### src/rtl/sa_mon_pkg.sv
package sa_mon_pkg;
  localparam int NUM_SA     = 4;
  localparam int SMF_FRAMES = 4;
  localparam int SA5_IDX    = 3;
  localparam int SA6_IDX    = 2;

  typedef struct packed {
    logic frame;    // frame strobe seen
    logic smfEnd;   // last frame of a sub-multiframe
    logic cmpFrame; // previous frame exists, compare bits
    logic cmpNib;   // previous nibble exists, compare nibbles
    logic runHit;   // persistence event, capture values
    logic clear;    // clearing read
  } monStrobes_t;
endpackage

### src/rtl/sa_mon_ctl.sv
module sa_mon_ctl
  import sa_mon_pkg::*;
#(
  parameter int RUN_LEN = 8
) (
  input  logic        clk,
  input  logic        rstN,
  input  logic        frameStb,
  input  logic        smfStb,
  input  logic        rdStatus,
  input  logic        rdCompanion,
  input  logic        sa6Same,
  input  logic        runLatched,
  output monStrobes_t stb
);
  localparam int RW = $clog2(RUN_LEN + 1);

  logic          seenFrame, seenNib;
  logic [RW-1:0] runCnt, runNxt;
  logic          smfEnd;

  assign smfEnd = frameStb & smfStb;

  always_comb begin
    if (!seenNib || !sa6Same)          runNxt = RW'(1);
    else if (runCnt < RW'(RUN_LEN))    runNxt = runCnt + RW'(1);
    else                               runNxt = runCnt;
  end

  always_comb begin
    stb.frame    = frameStb;
    stb.smfEnd   = smfEnd;
    stb.cmpFrame = frameStb & seenFrame;
    stb.cmpNib   = smfEnd & seenNib;
    stb.clear    = rdStatus | rdCompanion;
    stb.runHit   = smfEnd && (runNxt == RW'(RUN_LEN)) &&
                   ((runCnt == RW'(RUN_LEN - 1)) || !runLatched);
  end

  always_ff @(posedge clk or negedge rstN) begin
    if (!rstN) begin
      seenFrame <= 1'b0;
      seenNib   <= 1'b0;
      runCnt    <= '0;
    end else begin
      if (frameStb) seenFrame <= 1'b1;
      if (smfEnd) begin
        seenNib <= 1'b1;
        runCnt  <= runNxt;
      end
    end
  end
endmodule

### src/rtl/sa_mon_dp.sv
module sa_mon_dp
  import sa_mon_pkg::*;
(
  input  logic              clk,
  input  logic              rstN,
  input  logic [NUM_SA-1:0] saBits,
  input  monStrobes_t       stb,
  output logic              sa6Same,
  output logic              runLatched,
  output logic [15:0]       status
);
  localparam int SH_W = SMF_FRAMES - 1;

  logic [NUM_SA-1:0]                 prevBits, bitDiff, nibDiff;
  logic [NUM_SA-1:0][SMF_FRAMES-1:0] curNib;

  for (genvar gi = 0; gi < NUM_SA; gi++) begin : laneG
    logic [SH_W-1:0]       shReg;
    logic [SMF_FRAMES-1:0] prevNib;
    assign curNib[gi]  = {shReg, saBits[gi]};
    assign nibDiff[gi] = (curNib[gi] != prevNib);
    always_ff @(posedge clk or negedge rstN) begin
      if (!rstN) begin
        shReg   <= '0;
        prevNib <= '0;
      end else begin
        if (stb.frame)  shReg   <= curNib[gi][SH_W-1:0];
        if (stb.smfEnd) prevNib <= curNib[gi];
      end
    end
  end

  assign bitDiff = saBits ^ prevBits;
  assign sa6Same = ~nibDiff[SA6_IDX];

  logic                  sa5V, sa5VNxt;
  logic [SMF_FRAMES-1:0] sa6V, sa6VNxt;
  logic                  run8, sa6N, saN, sa5B, saB;
  logic                  run8Nxt, sa6NNxt, saNNxt, sa5BNxt, saBNxt;

  always_comb begin
    sa5VNxt = stb.clear ? 1'b0 : sa5V;
    sa6VNxt = stb.clear ? '0   : sa6V;
    run8Nxt = stb.clear ? 1'b0 : run8;
    sa6NNxt = stb.clear ? 1'b0 : sa6N;
    saNNxt  = stb.clear ? 1'b0 : saN;
    sa5BNxt = stb.clear ? 1'b0 : sa5B;
    saBNxt  = stb.clear ? 1'b0 : saB;
    if (stb.cmpFrame && |bitDiff)          saBNxt  = 1'b1;
    if (stb.cmpFrame && bitDiff[SA5_IDX])  sa5BNxt = 1'b1;
    if (stb.cmpNib && |nibDiff)            saNNxt  = 1'b1;
    if (stb.cmpNib && nibDiff[SA6_IDX])    sa6NNxt = 1'b1;
    if (stb.runHit) begin
      run8Nxt = 1'b1;
      sa5VNxt = saBits[SA5_IDX];
      sa6VNxt = curNib[SA6_IDX];
    end
  end

  always_ff @(posedge clk or negedge rstN) begin
    if (!rstN) begin
      prevBits <= '0;
      sa5V <= 1'b0; sa6V <= '0; run8 <= 1'b0;
      sa6N <= 1'b0; saN  <= 1'b0; sa5B <= 1'b0; saB <= 1'b0;
    end else begin
      if (stb.frame) prevBits <= saBits;
      sa5V <= sa5VNxt; sa6V <= sa6VNxt; run8 <= run8Nxt;
      sa6N <= sa6NNxt; saN  <= saNNxt;  sa5B <= sa5BNxt; saB <= saBNxt;
    end
  end

  assign runLatched = run8;
  assign status = {1'b0, sa5V, sa6V, run8, sa6N, saN, sa5B, saB, 5'b0};
endmodule

### src/rtl/sa_change_monitor.sv
module sa_change_monitor
  import sa_mon_pkg::*;
#(
  parameter int RUN_LEN = 8
) (
  input  logic        clk,
  input  logic        rstN,
  input  logic        frameStb,
  input  logic        smfStb,
  input  logic [3:0]  saBits,
  input  logic        rdStatus,
  input  logic        rdCompanion,
  output logic [15:0] status
);
  monStrobes_t stb;
  logic        sa6Same, runLatched;

  sa_mon_ctl #(.RUN_LEN(RUN_LEN)) u_ctl (
    .clk(clk), .rstN(rstN), .frameStb(frameStb), .smfStb(smfStb),
    .rdStatus(rdStatus), .rdCompanion(rdCompanion),
    .sa6Same(sa6Same), .runLatched(runLatched), .stb(stb)
  );

  sa_mon_dp u_dp (
    .clk(clk), .rstN(rstN), .saBits(saBits), .stb(stb),
    .sa6Same(sa6Same), .runLatched(runLatched), .status(status)
  );
endmodule

### config.mk
export PLATFORM = sky130hd
export DESIGN_NAME = sa_change_monitor
export DESIGN_NICKNAME = d
export VERILOG_FILES = /design/src/rtl/sa_mon_pkg.sv /design/src/rtl/sa_mon_ctl.sv /design/src/rtl/sa_mon_dp.sv /design/src/rtl/sa_change_monitor.sv
export SDC_FILE = /design/constraint.sdc
export NUM_CORES = 1
export LEC_CHECK = 0
export CAP_MARGIN = 20
export CORE_MARGIN = 8
export CORE_UTILIZATION = 45
export DETAILED_ROUTE_END_ITERATION = 7
export HOLD_SLACK_MARGIN = 0.12
export PLACE_DENSITY = 0.67
export SLEW_MARGIN = 20
export SYNTH_ARGS = -nofsm -noshare
export SYNTH_HDL_FRONTEND = slang
export SYNTH_SLANG_ARGS = --single-unit
export TNS_END_PERCENT = 5
### constraint.sdc
create_clock -name clk -period 2.7 [get_ports clk]
set_input_delay 0.405 -clock clk [delete_from_list [all_inputs] [get_ports clk]]
set_output_delay 0.405 -clock clk [all_outputs]
set_load 0.02 [all_outputs]
After elaboration in Yosys (flattened, before gate mapping) --
Cells that the tools add are included.
Storage, ports and cells: register bits 48, output and inout port bits 16, logic and storage cells 60
Cells by class: $add $sub $neg 1, order comparisons 1, eq/ne operators 6, muxes and demuxes 11, bitwise logic cells 5, reduce and logical (&&, ||, !) cells 17
Operator list (count):
- 4-bit two-way mux | 4
- 4-bit inequality test | 4
- 2-bit nonzero test | 5
- 4-bit OR reduction | 2
- 1-bit two-way mux | 7
- 1-bit logical AND | 6
- 4-bit by 1-bit adder with 4-bit output, second input constant | 1
- 4-bit by 3-bit equality test with 1-bit output, second input constant | 1
- 4-bit equality test, second input constant | 1
- 4-bit less-than comparator, second input constant | 1
- 4-bit bitwise XOR | 1
- 1-bit AND | 3
- 1-bit logical NOT | 2
- 1-bit logical OR | 2
- 1-bit bitwise OR | 1

Longest topological paths before layout --
Gate-level depths: netlist of the first run.
depth in word-level cells 7, gate-level depth with buffers 5, gate-level depth less buffers 5

By module --
Synthesis of the first run repeated with hierarchy kept, for this count alone.
Unflattened totals: cell total of the unflattened synthesis 158, area, all modules 2050.7 µm²
By module, submodules not included:
- sa_mon_dp | instances 1, cells each 121, area each 1687.9 µm²
- sa_mon_ctl | instances 1, cells each 37, area each 362.8 µm²

Worst setup path before layout of the first run --
No wires, ideal clock.
kind register to register, start register u_ctl.runCnt[0], end register u_dp.sa5V, library setup time 79 ps, arrival time 1737 ps, data required time 2621 ps, setup slack 884 ps, stages on the path, launching flop included 5, period minus slack after synthesis 1816 ps, path through dfrtp_1 -> ha_1 -> o32a_1 -> nor4_4 -> mux2i_1
On the way: cells in the longest elaborated chain, start to end 7, elaborated cells between the ends (all ways) 11, those cells by class add/sub: 1; order compare: 1; eq/ne: 2; mux: 3; reduce/logical: 4
Ends and longest elaborated chain:
- from (decl) | line sa_mon_ctl.sv:19 | logic [RW-1:0] runCnt, runNxt;
- from (signal assigned) | line sa_mon_ctl.sv:49 | runCnt <= runNxt;
- 4-bit by 1-bit adder with 4-bit output / 4-bit less-than comparator (equally long branches) | line sa_mon_ctl.sv:26 | else if (runCnt < RW'(RUN_LEN)) runNxt = runCnt + RW'(1);
- 4-bit two-way mux | line sa_mon_ctl.sv:26
- 4-bit two-way mux | line sa_mon_ctl.sv:25 | if (!seenNib || !sa6Same) runNxt = RW'(1);
- 4-bit equality test | line sa_mon_ctl.sv:36 | stb.runHit = smfEnd && (runNxt == RW'(RUN_LEN)) &&
- 1-bit logical AND | line sa_mon_ctl.sv:36
- 1-bit logical AND (*) | line sa_mon_ctl.sv:36
- 1-bit two-way mux / 2-bit nonzero test (equally long branches)
- to (signal assigned) | line sa_mon_dp.sv:67 | sa5V <= sa5VNxt; sa6V <= sa6VNxt; run8 <= run8Nxt;
- to (decl) | line sa_mon_dp.sv:36 | logic sa5V, sa5VNxt;
Mark *: on every way between the ends. The rest lies on a longest branch, timed or not. A chain may end at the register's enable or synchronous reset.

Final worst setup path of the first run --
start input saBits[2], end register u_dp.sa5V
On the way: cells in the longest elaborated chain, start to end 7, elaborated cells between the ends (all ways) 8, those cells by class eq/ne: 2; mux: 2; reduce/logical: 4
Ends and longest elaborated chain:
- from (decl) | line sa_change_monitor.sv:10 | input logic [3:0] saBits,
- 4-bit inequality test (*) | line sa_mon_dp.sv:21 | assign nibDiff[gi] = (curNib[gi] != prevNib);
- 1-bit logical OR (*) | line sa_mon_ctl.sv:25
- 4-bit two-way mux (*) | line sa_mon_ctl.sv:25
- 4-bit equality test (*) | line sa_mon_ctl.sv:36
- 1-bit logical AND (*) (2 in a row) | line sa_mon_ctl.sv:36
- 1-bit two-way mux / 2-bit nonzero test (equally long branches)
Marked as above.

==> results.md, run 1 <==
- The flow ran to the end, and the final reports show no timing, DRC or antenna violations.
- The max-capacitance violation count is 0.
- The critical path start-end classification is in -> reg.
- The die is 83.73 um wide.
- The count of buffers inserted at the top-level ports is 19.
- The total negative slack for setup checks is 0 ns.
- The area after detailed placement is 2243 um^2.
- The portion of the post-synthesis area used by sequential elements is 53.33%.
- In this run the core area contains 24 standard-cell rows.
- Post-CTS repair changed the size of 0 cells.
- The worst path uses 74.75% of the clock period.
- The number of H-tree branching levels is 2.
- The depth of the worst register-to-register path is 4.
- The start of the worst register-to-register path is u_ctl.runCnt[0].
- For the worst setup path, the data arrival time is 2.24 ns.
- After synthesis the netlist holds a flip-flop and latch count of 44.
- Summed over its instances, the top area cell type makes up 53.33% of the synthesized netlist area.
- In this run the power spent charging and discharging nets is 406.7 uW.
- The via count of the first global-routing pass was 1380.
- In the final layout, the share of cells above drive strength 1 is 10.70%.
- The kind of launch point of the worst setup path is a primary input.
- The total of hold buffers inserted after clock tree synthesis is 0.
- For this design, the slowest cell found on the critical path is nor4_4.
- The total area of multi-input combinational cells is 843.3 um^2.
- The yosys synthesis warning count is 0.
- The final layout contains routed wiring with a total length of 3795 um.
- The number of distinct standard cells referenced by the synthesized netlist is 31.
- The internal portion of the total power is 1.041 mW.
- The full die area is 7011 um^2.
- After global routing the overflow that remains totals 0.
- The sequential cells in the finished layout cover a total of 1101 um^2.
- The worst-case register-to-register setup slack is 0.72 ns.
- Static timing analysis puts the maximum clock frequency at 495.5 MHz.
- The cell type with the highest aggregate area in the netlist is dfrtp_1.
- The number of setup buffers added after CTS is 0.
- The average cell area after synthesis is 10.37 um^2.
- Counting along the longest clock path gives a buffer depth of 2.
- After clock tree synthesis, the clock-pin slew on the worst setup and hold paths is 0.08 ns.
- The class of the worst hold path is in -> async.
- The clock arrives with 0.006772 ns of skew.
- In the post-synthesis netlist, the biggest area contributors are dfrtp_1 53%, nand2_1 9.5%, xnor2_1 7.2%.
- The routed layout has 1327 vias.
- The synthesized-area fraction occupied by ao, oa, aoi and oai cells is 7.152%.
- Summing the areas of all xor and xnor instances in the mapped netlist gives 8.909% of the synthesized area.
- Combinational logic is responsible for 18.4% of the overall power.
- Of the total power, registers draw 55.2%.
- The top-level I/O count is 26.
- At the later pin of the worst-skew pair, clock insertion delay measures 0.30 ns.
- The number of diodes added for antenna fixing is 0.
- The worst path in the final design needs a cycle of 2.018 ns, including I/O delays and setup.
- The net count of the finished layout is 226.
- Walking the worst path, the cells encountered are clkdlybuf4s50_1 -> xnor2_1 -> nand4_1 -> nor4_4 -> mux2i_1.
- The placeable core region is 4384 um^2.
- The cell count after synthesis came out at 199.
- The initial antenna violation count is 0.
- Global routing consumed, over all layers together, 11.37% of the routing resources.
- The multiplexer fraction of the synthesized cell area is 7.818%.
- TritonCTS built the clock tree.
- Before antenna repair, the detailed router went through 4 iterations.
- The adder-cell share of the synthesized area is 0.6061%.
- In this run the cell area of the synthesized design comes to 2064 um^2.
- The largest family of logic cells by synthesized area is simple AND/OR/NAND/NOR gates.
- In the global route stage, met2 resource usage came out at 16.91%.
- met2 is the most crowded layer.
- The portion of total power attributed to the clock network is 26.4%.
- The global routing met1 resource utilization is 14.51%.
- The highest fanout seen on the critical path is 6.
- On the worst path, the slowest cell contributes a delay of 0.61 ns.
- The filler cells instantiated in the layout total 404.
- In the synthesized netlist the async set-or-reset flop fraction comes to 100.0%.
- The critical path required time is 2.92 ns.
- The slew at the pin closest to its max-slew limit is 0.9582 ns.
- The iteration-0 DRC count of the detailed router is 63.
- The remaining antenna violation count is 0.
- The areal power density over the cells is 623.8 nW/um^2.
- With fillers left out, the area of the finished cells amounts to 2321 um^2.
- In this run the worst setup path begins at saBits[2].
- The floorplan step set the die height to 83.73 um.
- Net switching is 28.09% of the power.
- The area added between synthesis and finish is 12.42%.
- The final HPWL from detailed placement is 2679 um.
- The total count of max-transition violations in the final report is 0.
- IR analysis of the VDD net gives a maximum drop of 0.0004374 V.
- The synthesized netlist devotes 15.27% of its cell area to simple gates.
- The average detailed-routed wire length per instance is 14.21 um.
- The final-report hold violation count is 0.
- In the routed layout, each cell is associated on average with a via count of 4.970.
- The clock root buffer is clkbuf_8.
- Among all flip-flop cells after synthesis, the most frequent one is dfrtp_1.
- The worst max-slew margin expressed relative to the limit is 36.12%.
- The global placer's final weighted congestion is 0.7554.
- The count of flip-flops with a built-in enable after synthesis is 0.
- The first global-routing pass estimated 6555 um of wire.
- The count of endpoints failing setup in the final report is 0.
- For this run, global-route usage on met3 was measured as 4.102%.
- Setup repair after global routing left no endpoint under its margin.
- The type of destination of the critical path is a flop.
- The number of remaining DRC errors is 0.
- The pin count of the biggest net entering global routing is 45.
- In this run, CTS created clock tree buffers numbering 5.
- The leakage power summed over all cells is 1.023 nW.
- The total number of clock tree sinks is 44.
- Once the floorplan was initialized, standard cells occupied 47.09% of the core.
- The worst flop-to-flop path endpoint is u_dp.sa5V.
[placed cells by master, fill, tap and decap left out, types with 4 or more instances in the layout]
cell type	synthesis	layout
clkdlybuf4s50_1	0	18
xnor2_1	17	17
inv_1	7	7
clkbuf_8	0	5
dfrtp_1	44	44
conb_1	1	6
o21ai_0	10	10
mux2_2	9	9
nand2_1	52	52
nand4_1	4	4
xor2_1	4	4
mux2i_1	6	6
[routing by layer]
metal / vias up / wire (um)
li1: 672 / -
met1: 629 / 1876
met2: 21 / 1695
met3: 5 / 170
met4: 0 / 53
met5: - / 0
[synth_stat cells, drive strengths merged (2+ instances only)]
| cell | n |
|---|---|
| nand4 | 4 |
| clkbuf | 6 |
| inv | 7 |
| dfrtp | 44 |
| xnor2 | 17 |
| mux2 | 9 |
| a21oi | 3 |
| xor2 | 4 |
| a32o | 2 |
| mux2i | 6 |
| nand2 | 52 |
| nor4 | 4 |
| or2 | 2 |
| buf | 12 |
| nand2b | 2 |
| o21ai | 10 |
| o31ai | 2 |
[sequential cells by signal, summed over array words and instances, names as in the netlist, 3 cells and up]
signal / count
u_dp.sa6V: 4
u_dp.laneG.prevNib: 16
u_dp.laneG.shReg: 9
u_dp.prevBits: 3
u_ctl.runCnt: 4
[through the flow]
| step | worst slack, ns | power, mW | hold slack, ns | cells | utilization (%) |
|---|---|---|---|---|---|
| finish | 0.6817 | 1.448 | 0.2566 | 267 | 52.94 |
| global route | 0.5110 | 1.525 | 0.3374 | 267 | 52.94 |
| CTS | 0.6451 | 1.468 | 0.2924 | 267 | 52.94 |
| detailed placement | 0.3442 | 1.083 | 0.4805 | 260 | 51.17 |
| global placement | 0.4228 | 1.076 | 0.4664 | 260 | 51.17 |
| floorplan | 0.8835 | 1.006 | 0.1094 | 204 | - |
[cells by family (layout without fill, tap and decap cells)]
| family | after synthesis | count (layout) |
|---|---|---|
| compound gates | 23 | 23 |
| xor+xnor | 21 | 21 |
| fa+ha+maj | 1 | 1 |
| buf+inv | 25 | 36 |
| flops | 44 | 44 |
| mux | 15 | 15 |
| other cells | 1 | 6 |
| simple gates | 69 | 69 |
[power groups by stage]
| stage | sequential (mW) | combinational [mW] | clock (mW) |
|---|---|---|---|
| CTS | 0.799 | 0.272 | 0.397 |
| global route | 0.809 | 0.297 | 0.419 |
| detailed placement | 0.812 | 0.271 | 0 |
| floorplan | 0.798 | 0.208 | 0 |
| global placement | 0.809 | 0.268 | 0 |
| finish | 0.799 | 0.267 | 0.382 |
[cell type report]
class / instances / share of cell area, %
flip-flops and latches: 44 / 47.44
repair buffers: 22 / 8.949
multi-input cells: 135 / 36.33
inverters: 7 / 1.132
clock inverters: 1 / 0.2156
clock buffers: 6 / 3.127
well taps: 52 / 2.803
[worst max-delay path by stage]
stage	depth (start not counted)	slack [ns]	end
detailed placement	5	0.34	u_dp.sa6V[1]
CTS	5	0.65	u_dp.sa6V[0]
finish	5	0.68	u_dp.sa5V
floorplan	4	0.88	u_dp.sa5V
global route	5	0.51	u_dp.sa5V
global placement	5	0.42	u_dp.sa6V[2]
[worst max-delay path, delay by kind of cell]
kind                   cells  cell delay [ns]
multiplexers               1             0.25
XOR/XNOR                   1             0.14
buffers and inverters      1             0.56
AND/OR/NAND/NOR            2             0.89
No activity file was read; power rests on OpenSTA's default activity.
==> inputs of run 2 (changes only) <==
clock period = 1.9 ns   (was 2.7 ns; I/O delays follow)
==> results.md, run 2 (synthesized netlist as in run 1, its figures left out) <==
- The flow ran to the end, and the final reports show no timing, DRC or antenna violations.
- The highest fanout seen on the critical path is 6 (unchanged).
- The effective utilization at floorplan came to 47.09% (unchanged).
- The number of H-tree branching levels is 2 (unchanged).
- The source-to-sink clock delay at the later pin of the worst-skew pair came to 0.29 ns (about the same).
- The die outline width is 83.73 um (unchanged).
- The critical path required time is 2.12 ns (-0.80 ns).
- The final critical-path required period is 1.795 ns.
- The placeable core region is 4384 um^2 (unchanged).
- The number of diodes added for antenna fixing is 0 (unchanged).
- The vias per cell is 5.054 (+1.7%).
- The area after detailed placement is 2296 um^2 (+2.3%).
- The leakage power summed over all cells is 1.064 nW (+4.0%).
- The final cell area excluding filler cells is 2400 um^2 (+3.4%).
- The average detailed-routed wire length per instance was 13.82 um (-2.8%).
- The signal arrival time at the worst endpoint is 2.02 ns (-0.22 ns).
- Relative to the synthesized area, the layout overhead comes to 16.24%.
- The full die area is 7011 um^2 (unchanged).
- The height of the die is 83.73 um (unchanged).
- The final worst clock skew is 0.004993 ns (-0.001779 ns).
- The via count of the first global-routing pass is 1438 (+4.2%).
- The critical path is of the reg -> reg type.
- The remaining antenna violation count is 0 (unchanged).
- The final worst setup slack is 0.1049 ns (-0.5769 ns).
- The count of endpoints failing setup in the final report was 0 (unchanged).
- The total number of clock tree sinks was 44 (unchanged).
- The clock edge transition at the registers on the reported setup and hold paths is 0.08 ns (about the same).
- The initial antenna violation count is 0 (unchanged).
- The highest clock rate is 557.1 MHz.
- The sum of overflow across all layers after global routing came to 0 (unchanged).
- In the final layout, the registers with the most flip-flops are u_dp.laneG.prevNib (16), u_dp.laneG.shReg (9).
- The final HPWL from detailed placement is 2729 um (+1.9%).
- STA classifies the critical path endpoint as a flop.
- The total routing resource utilization after global routing is 11.61% (+0.24 points).
- The buffer count from post-CTS setup fixing was 0 (unchanged).
- The count of buffers inserted at the top-level ports was 19 (unchanged).
- The power consumption is 2.135 mW (+47%).
- The maximum buffer depth of the clock tree is 2 (unchanged).
- The total negative slack for setup checks is 0 ns (unchanged).
- Setup repair after global routing left no endpoint under its margin.
- The total count of max-transition violations in the final report is 0 (unchanged).
- The number of core rows is 24 (unchanged).
- TritonCTS built the clock tree.
- The first-pass GRT wire length was 6734 um (+2.7%).
- The biggest cell delay along the critical path is 0.41 ns (-0.20 ns).
- The signal on the critical path passes through ha_1 -> o32a_1 -> nor4_4 -> buf_4 -> mux2i_1.
- The number of remaining DRC errors came to 0 (unchanged).
- The global placer's final weighted congestion is 0.7373 (-2.4%).
- The number of buffers created by CTS is 5 (unchanged).
- In this run the clock root is driven by a clkbuf_8.
- The total of hold buffers inserted after clock tree synthesis is 1 (+1).
- Counting flops per register, the top entry is u_dp.laneG.prevNib.
- The worst slack at placement is 0.02860 ns (-0.3156 ns).
- The max-capacitance violation count was 0 (unchanged).
- The worst max-slew margin expressed relative to the limit is 63.55% (+27 points).
- The flip-flop count of the largest register, all copies and words added was 16 (unchanged).
- The worst-case vdd ir drop came to 0.0005890 V (+35%).
- The final-report hold violation count was 0 (unchanged).
- The number of gates given a new drive strength after cts came to 0 (unchanged).
- The top-level I/O count is 26 (unchanged).
- The number of filler cells placed in the layout came to 411 (+1.7%).
- The highest-delay cell along the critical path is dfrtp_1.
- The share of the cycle needed by the critical path after routing is 94.48%.
- The total routed wirelength is 3813 um (+0.47%).
- The iteration-0 DRC count of the detailed router is 66 (+4.8%).
- In the layout the commonest cells are 52 x nand2_1, 44 x dfrtp_1, 18 x clkdlybuf4s50_1.
- The class of the worst hold path is reg -> reg.
- The layout cell share with drive strength beyond 1 was 13.84% (+3.1 points).
- The kind of launch point of the worst setup path is a flop.
- The pin count of the biggest net entering global routing is 45 (unchanged).
- The slew at the pin closest to its max-slew limit is 0.5468 ns (-0.4114 ns).
- The worst slack on hold paths is 0.4989 ns (+0.2423 ns).
- The number of optimization iterations in the first detailed-route pass was 4 (unchanged).
- The net total in the final layout is 234 (+3.5%).
- The most frequent standard cell in the layout excluding fill and tap cells is nand2_1.
- The areal power density over the cells is 889.8 nW/um^2 (+43%).
- The vias after detailed routing came to 1395 (+5.1%).
==> run 2: worst max-delay path: cells and delay by family, from the launching register on <==
kind | cells | cell delay [ns]
muxes | 1 | 0.18
AOI/OAI and AO/OA | 1 | 0.38
DFF | 1 | 0.41
buffers and inverters | 1 | 0.20
and+or+nand+nor | 1 | 0.25
adders and majority gates | 1 | 0.30
==> run 2: routing by layer <==
metal  wire, um  vias up  GRT usage (%)
met3        235        4          4.492
met5          0        -              0
met1       1796      680          14.70
li1           -      685              -
met2       1740       26          17.40
met4         40        0          4.239
==> run 2: stage by stage <==
step,utilization (%),cells
6_report,54.74,276
2_1_floorplan,-,204
3_5_place_dp,52.37,267
4_1_cts,54.74,276
3_3_place_gp,52.37,267
5_1_grt,54.74,276
==> run 2: cell type report <==
type | instances | area (um^2) | area share, %
flip-flops and latches | 44 | 1101 | 45.88
multi-input cells | 135 | 843.3 | 35.14
repair buffers | 30 | 270.3 | 11.26
clock buffers | 7 | 86.33 | 3.597
well taps | 52 | 65.06 | 2.711
inverters | 7 | 26.28 | 1.095
clock inverters | 1 | 7.507 | 0.3128
==> run 2: power by group <==
part / internal [mW] / switching, mW
Combinational: 0.201 / 0.198
Clock: 0.295 / 0.308
Sequential: 1.04 / 0.0891
==> run 2: worst paths after layout <==
check                                          from                       end  slack, ns  cells after the start
max                                 u_ctl.runCnt[1]              u_dp.sa6V[1]       0.10                      5
max in group asynchronous                      rstN           u_ctl.runCnt[0]       0.93                      3
min reg2reg                u_dp.laneG[0].prevNib[0]  u_dp.laneG[0].prevNib[0]       0.50                      2
max reg2reg                         u_ctl.runCnt[1]              u_dp.sa6V[1]       0.10                      5
min in group asynchronous                      rstN                  u_dp.saB       0.60                      3
min                        u_dp.laneG[0].prevNib[0]  u_dp.laneG[0].prevNib[0]       0.50                      2
==> inputs of run 3 (changes only) <==
GPL_ROUTABILITY_DRIVEN = 0   (was default)
==> results of run 3 <==
No change in the layout: final DEF, timing and power equal those of run 2.
